[src/rtl/ftmr_pkg.sv]
package ftmr_pkg;
  localparam int REG_W   = 8;
  localparam int SPLIT_POS = 1;

  typedef enum logic {
    MODE_CHAIN = 1'b0,
    MODE_SPLIT = 1'b1
  } cnt_mode_e;
endpackage

[src/rtl/ftmr_ctlreg.sv]
module ftmr_ctlreg
  import ftmr_pkg::*;
(
  input  logic             clk,
  input  logic             rst,
  input  logic             wr,
  input  logic             smode,
  input  logic [REG_W-1:0] wdata,
  output cnt_mode_e        mode,
  output logic             mode_chg,
  output logic [REG_W-1:0] rdata
);
  logic split_q;
  logic wr_ok;

  assign wr_ok    = wr && smode;
  assign mode_chg = wr_ok && (wdata[SPLIT_POS] != split_q);
  assign mode     = cnt_mode_e'(split_q);

  always_ff @(posedge clk) begin
    if (rst)        split_q <= 1'b0;
    else if (wr_ok) split_q <= wdata[SPLIT_POS];
  end

  always_comb begin
    rdata            = '0;
    rdata[SPLIT_POS] = split_q;
  end
endmodule

[src/rtl/ftmr_prescale.sv]
module ftmr_prescale #(
  parameter int SEL_W   = 3,
  parameter int MAX_LOG = 5
) (
  input  logic             clk,
  input  logic             rst,
  input  logic             en,
  input  logic [SEL_W-1:0] sel,
  input  logic             restart,
  input  logic             bypass,
  output logic             tick
);
  localparam int PRE_W = (MAX_LOG > 0) ? MAX_LOG : 1;

  logic [PRE_W-1:0] pre_q;
  logic [PRE_W-1:0] mask;
  int               lg;

  always_comb begin
    lg   = (int'(sel) > MAX_LOG) ? MAX_LOG : int'(sel);
    mask = PRE_W'((33'd1 << lg) - 33'd1);
  end

  always_ff @(posedge clk) begin
    if (rst || restart) pre_q <= '0;
    else if (en)        pre_q <= pre_q + 1'b1;
  end

  assign tick = en && (bypass || ((pre_q & mask) == mask));
endmodule

[src/rtl/ftmr_counter.sv]
module ftmr_counter #(
  parameter int CNT_W = 16
) (
  input  logic             clk,
  input  logic             rst,
  input  logic             step,
  input  logic             split,
  output logic [CNT_W-1:0] count,
  output logic             wrap
);
  localparam int H   = CNT_W / 2;
  localparam int SEG = 2;

  logic [SEG-1:0] inc;
  logic [H-1:0]   seg_q [SEG];

  always_comb begin
    inc[0] = step;
    inc[1] = step && (split || (&seg_q[0]));
  end

  for (genvar g = 0; g < SEG; g++) begin : g_seg
    always_ff @(posedge clk) begin
      if (rst)         seg_q[g] <= '0;
      else if (inc[g]) seg_q[g] <= seg_q[g] + 1'b1;
    end
  end

  assign count = {seg_q[1], seg_q[0]};
  assign wrap  = inc[1] && (&seg_q[1]);
endmodule

[src/rtl/ftmr_ovf.sv]
module ftmr_ovf (
  input  logic clk,
  input  logic rst,
  input  logic set,
  input  logic clr,
  output logic flag
);
  always_ff @(posedge clk) begin
    if (rst)      flag <= 1'b0;
    else if (set) flag <= 1'b1;
    else if (clr) flag <= 1'b0;
  end
endmodule

[src/rtl/ftmr_top.sv]
module ftmr_top
  import ftmr_pkg::*;
#(
  parameter int CNT_W   = 16,
  parameter int SEL_W   = 3,
  parameter int MAX_LOG = 5
) (
  input  logic             clk,
  input  logic             rst,
  input  logic             en,
  input  logic [SEL_W-1:0] div_sel,
  input  logic             smode,
  input  logic             reg_wr,
  input  logic [REG_W-1:0] reg_wdata,
  output logic [REG_W-1:0] reg_rdata,
  input  logic             ovf_clr,
  output logic [CNT_W-1:0] count,
  output logic             ovf
);
  cnt_mode_e mode;
  logic      mode_chg;
  logic      tick;
  logic      wrap;
  logic      split;

  assign split = (mode == MODE_SPLIT);

  ftmr_ctlreg u_reg (
    .clk(clk), .rst(rst), .wr(reg_wr), .smode(smode), .wdata(reg_wdata),
    .mode(mode), .mode_chg(mode_chg), .rdata(reg_rdata)
  );

  ftmr_prescale #(.SEL_W(SEL_W), .MAX_LOG(MAX_LOG)) u_pre (
    .clk(clk), .rst(rst), .en(en), .sel(div_sel), .restart(mode_chg),
    .bypass(split), .tick(tick)
  );

  ftmr_counter #(.CNT_W(CNT_W)) u_cnt (
    .clk(clk), .rst(rst), .step(tick), .split(split),
    .count(count), .wrap(wrap)
  );

  ftmr_ovf u_ovf (
    .clk(clk), .rst(rst), .set(wrap), .clr(ovf_clr), .flag(ovf)
  );
endmodule

[config.mk]
export PLATFORM = sky130hd
export DESIGN_NAME = ftmr_top
export DESIGN_NICKNAME = d
export VERILOG_FILES = /design/src/rtl/ftmr_pkg.sv /design/src/rtl/ftmr_ctlreg.sv /design/src/rtl/ftmr_prescale.sv /design/src/rtl/ftmr_counter.sv /design/src/rtl/ftmr_ovf.sv /design/src/rtl/ftmr_top.sv
export SDC_FILE = /design/constraint.sdc
export NUM_CORES = 1
export LEC_CHECK = 0
export BUFFER_PORTS_ARGS = -buffer_cell sky130_fd_sc_hd__buf_4
export CAP_MARGIN = 20
export CORE_MARGIN = 4
export CORE_UTILIZATION = 40
export DETAILED_ROUTE_END_ITERATION = 8
export PLACE_DENSITY = 0.63
export SYNTH_ARGS = -nofsm -noshare
export SYNTH_HDL_FRONTEND = slang
export SYNTH_SLANG_ARGS = --single-unit
export TNS_END_PERCENT = 10
[constraint.sdc]
create_clock -name clk -period 2.5 [get_ports clk]
set_input_delay 0.375 -clock clk [delete_from_list [all_inputs] [get_ports clk]]
set_output_delay 0.375 -clock clk [all_outputs]
set_load 0.02 [all_outputs]
* Word-level counts from Yosys, hierarchy flattened *
Memory sizes are Yosys's and may differ from the RTL's.
Index checks and enable logic that the tools add are counted.
W data, S select, Z words.

word-level totals
  register bits after elaboration = 7
  bits in latches = 0
  memory bits (writable) = 16
  bits in read-only memories = 0
  input bits = 17
  output and inout bits = 25
  word-level logic and storage cells = 39
  memories kept = 1

memories
  name         depth  width  rd ports  clocked after memory_dff  wr ports  RTL line            RTL
  u_cnt.seg_q  2      8      2         0                         2         ftmr_counter.sv:15  logic [H-1:0] seg_q [SEG];

operators by class
  add/subtract/negate cells = 4
  multiply operators = 0
  div/mod/pow operators = 0
  magnitude comparators = 1
  equal/unequal tests = 2
  shifts and indexed selects = 1
  muxes and demuxes = 13
  bitwise operators = 3
  reductions and logical operators = 11

operators with widths
  cell                    number
  $shl A1 B32 Y5 const A  1
  $add A8 B1 Y8 const B   2
  $mux W8                 2
  $reduce_and A8 Y1       2
  $mux W1                 10
  $add A5 B1 Y5 const B   1
  $and A5 B5 Y5           1
  $eq A5 B5 Y1            1
  $logic_and A1 B1 Y1     5
  $sub A5 B1 Y5 const B   1
  $gt A3 B3 Y1 const B    1
  $logic_or A1 B1 Y1      3
  $mux W3                 1
  $or A1 B1 Y1            2
  $reduce_bool A2 Y1      1
  $ne A1 B1 Y1            1

* Depth between registers and ports, before layout *
  depth after elaboration = 13
  mapped depth = 7
  gate-level depth less buffers = 7

* Cells and area by module *
From an unflattened synthesis, not the netlist that was laid out.

unflattened totals
  cells, all modules = 125
  area, all modules = 1310.0 µm²

modules (own cells, without submodules)
  module         times used  cells an instance  area each (µm²)  seq. area each (µm²)
  ftmr_counter   1           76                 877.1            480.5
  ftmr_prescale  1           30                 271.5            100.1
  ftmr_ctlreg    1           15                 122.6            20.0
  ftmr_ovf       1           4                  38.8             20.0

* Worst setup path before layout *
OpenSTA, ideal clock, no wires.

  path type = input-to-reg
  start point = input port div_sel[0]
  end point = memory u_cnt.seg_q[1][0] in the netlist's numbering, enable pin
  library setup time = 0.330 ns
  data arrival time = 1.812 ns
  required time = 2.170 ns
  path slack = 0.359 ns
  cell stages on the path = 5
  path buffers = 0
  cells stage by stage = or3_1 ha_1 nor3b_1 mux2i_2 a41o_1

RTL lines
  item                RTL line            RTL
  start: declaration  ftmr_top.sv:11      input logic [SEL_W-1:0] div_sel,
  end: declaration    ftmr_counter.sv:15

==> results.toml <==
[finish]
fillers = 305
final_layout_size_suffix_gt1_share_pct = 26.6
final_area_um2 = 1560
final_nets = 176
syn2layout_area_growth_pct = 18.6
n_antenna_cell = 0

[synthesis]
syn_inst = 126
synth_area_um2 = 1320
syn_area_per_cell_um2 = 10.4
yosys_register_bits = 23
yosysMostFrequentCell = "nor2_1"
synth-edff-count = 16
yosys-top-cells-count = "nor2_1, edfxtp_1, nand3_1"
synthArstFlopShare_pct = 0
netlist.area_leader.share_pct = 36.5
synth.distinct_cells = 33
yosys_warnings = 0
synth_top_cell_by_area = "edfxtp_1"
synth_flop_cell = "edfxtp_1"
netlist_top_cells_area = "edfxtp_1, dfxtp_1, nor2_1"
yosysSeqAreaShare_pct = 47.1

[critical_path]
critPathMaxFanout = 8
worstSetupStartpointType = "input pin"
arrival_ns = 1.96
crit_start = "div_sel[0]"
cp.required_ns = 2.49
worstReg2RegStart = "u_cnt.seg_q[0][0]$_SDFFCE_PN0P_"
crit_path_end_kind = "flip-flop"
timing.setup.critical_path_class = "in -> reg"

[route]
drt_iter0_drc = 32
wl_met3_um = 154
wl_met1_mm = 1.12
routed_wl_mm = 2.39
routedWlPerCell_um = 12.1
vias = 949
ant_nets = 0
drc = 0
vias_per_cell = 4.79
first_pass_iters = 4
wl_met2_mm = 1.08
highest_layer = "met4"

[placed_design]
finalWeightedCongestion = 0.746
hpwlAfterDp_mm = 1.88
pre_cts_ws_ns = 0.191
place_area_um2 = 1540
portBuffers = 27

[power_and_ir_drop]
internal_power_uw = 531
p_sw_uw = 194
switching_share_pct = 26.7
p_seq_share_pct = 60.3
total_power_uw = 725
combPwrFrac_pct = 15.9
ir_drop_mv = 0.195
p_per_area_nw_per_um2 = 464
leakagePower_uw = 0.000626
pwr-share-clk_pct = 23.8

[floorplan]
die-area_um2 = 4270
boundaryPins = 42
fp-row-count = 20
die_y_um = 65.4
core_area_um2 = 3100
start_util_pct = 42.4
die_w_um = 65.4

[sta]
skew_ns = 0.00161
finalSetupViolations = 0
hold_violations = 0
setup_ws_ns = 0.534
post-route-period-util_pct = 78.6
finalCriticalPeriod_ns = 1.97
tns_ns = 0
drv_slew = 0
max_freq_mhz = 509
rsz0062_at_grt = "no"

[global_routing]
grt.total_usage_pct = 11.8
grt_overflow = 0
grt_pass1_vias = 870
grt_pass1_wl_mm = 3.94
grt_max_degree = 13
antenna_found_initial = 0

[clock_network]
clock_sinks = 23
cts_htree_levels = 1
postCtsResizedCells = 0
clock_insertion_delay_worst_skew_ns = 0.31
cts_made_buffers = 3
post_cts_buffers = 0
cts_tree = "built"
cts_buffer_depth = 2
cts_root_buf = "clkbuf_4"
cts_hold_buf = 0
clkSlewWorstSetupHoldPaths_ns = 0.12

[status]
outcome = "finished, final reports clean"

[worst_hold_path]
min_path_type = "in -> reg"
min-delay-start = "rst"

[job]
drv_cap = 0
## per-layer routing
layer | global-route usage [%] | vias up
met5 | 0 | -
met4 | 4.66 | 0
met1 | 15.0 | 433
met3 | 2.56 | 4
li1 | - | 485
met2 | 19.5 | 27
## power by group through the flow
| stage | combinational (uW) | clock [uW] | sequential (uW) |
|---|---|---|---|
| after floorplan | 72.8 | 0 | 454 |
| after global placement | 114 | 0 | 445 |
| after detailed placement | 116 | 0 | 446 |
| after CTS | 116 | 180 | 437 |
| after global routing | 125 | 194 | 440 |
| final | 115 | 173 | 437 |
## cells in the final DEF, fill, tap and decap left out, types with 2 or more instances in the layout
master    count
xor2_1        8
buf_4        28
a31o_2        2
edfxtp_1     16
and3_1        4
dfxtp_1       7
nor3b_1       2
nand2_1       8
xnor2_1       8
inv_1         2
nand3_1       9
a21oi_1       2
conb_1        7
nand4_1       3
clkbuf_4      3
nor2_1       25
ha_1          4
## flip-flops by register name, indices dropped and copies added, names as in the netlist
name	flops
u_cnt.seg_q	16
u_ovf.flag	1
u_pre.pre_q	5
u_reg.mode	1
## metrics by stage
| stage | util, % | cells | hold slack [ns] |
|---|---|---|---|
| after global routing | 50.3 | 198 | 0.285 |
| final | 50.3 | 198 | 0.287 |
| after global placement | 49.5 | 194 | 0.453 |
| after detailed placement | 49.5 | 194 | 0.463 |
| after floorplan | - | 132 | 0.444 |
| after CTS | 50.3 | 198 | 0.283 |
## layout make-up
| cell class | instances | area [um^2] | area share [%] |
|---|---|---|---|
| Clock buffer | 4 | 26.3 | 1.68 |
| Timing Repair Buffer | 28 | 210 | 13.5 |
| Multi-Input combinational cell | 97 | 642 | 41.1 |
| Tap cell | 44 | 55.1 | 3.53 |
| Sequential cell | 23 | 621 | 39.7 |
| Inverter | 2 | 7.51 | 0.481 |
## cell families after synthesis
family / count (synthesis) / share of synthesized area [%]
AOI/OAI and AO/OA: 10 / 7.80
xor gates and xnor gates: 16 / 10.6
adders and majority gates: 4 / 3.80
buffers and inverters: 12 / 5.80
DFF: 23 / 47.1
muxes: 2 / 1.81
other: 1 / 0.285
and+or+nand+nor: 58 / 22.7
## final timing paths
check / depth (start not counted) / end / slack, ns
worst max register to register: 4 / u_cnt.seg_q[1][7]$_SDFFCE_PN0P_ / 0.67
worst min register to register: 2 / u_ovf.flag$_SDFFE_PP0P_ / 0.49
worst min-delay path: 2 / u_reg.mode$_SDFFE_PP0P_ / 0.29
worst max-delay path: 6 / u_cnt.seg_q[1][7]$_SDFFCE_PN0P_ / 0.53
## critical path, stage by stage
cell and delay [ns]:
buf_4 0.12, or3_1 0.43, ha_1 0.23, nor3b_1 0.15, mux2i_2 0.23, a41o_1 0.42
Note: power is estimated with default switching activity, not from simulation.
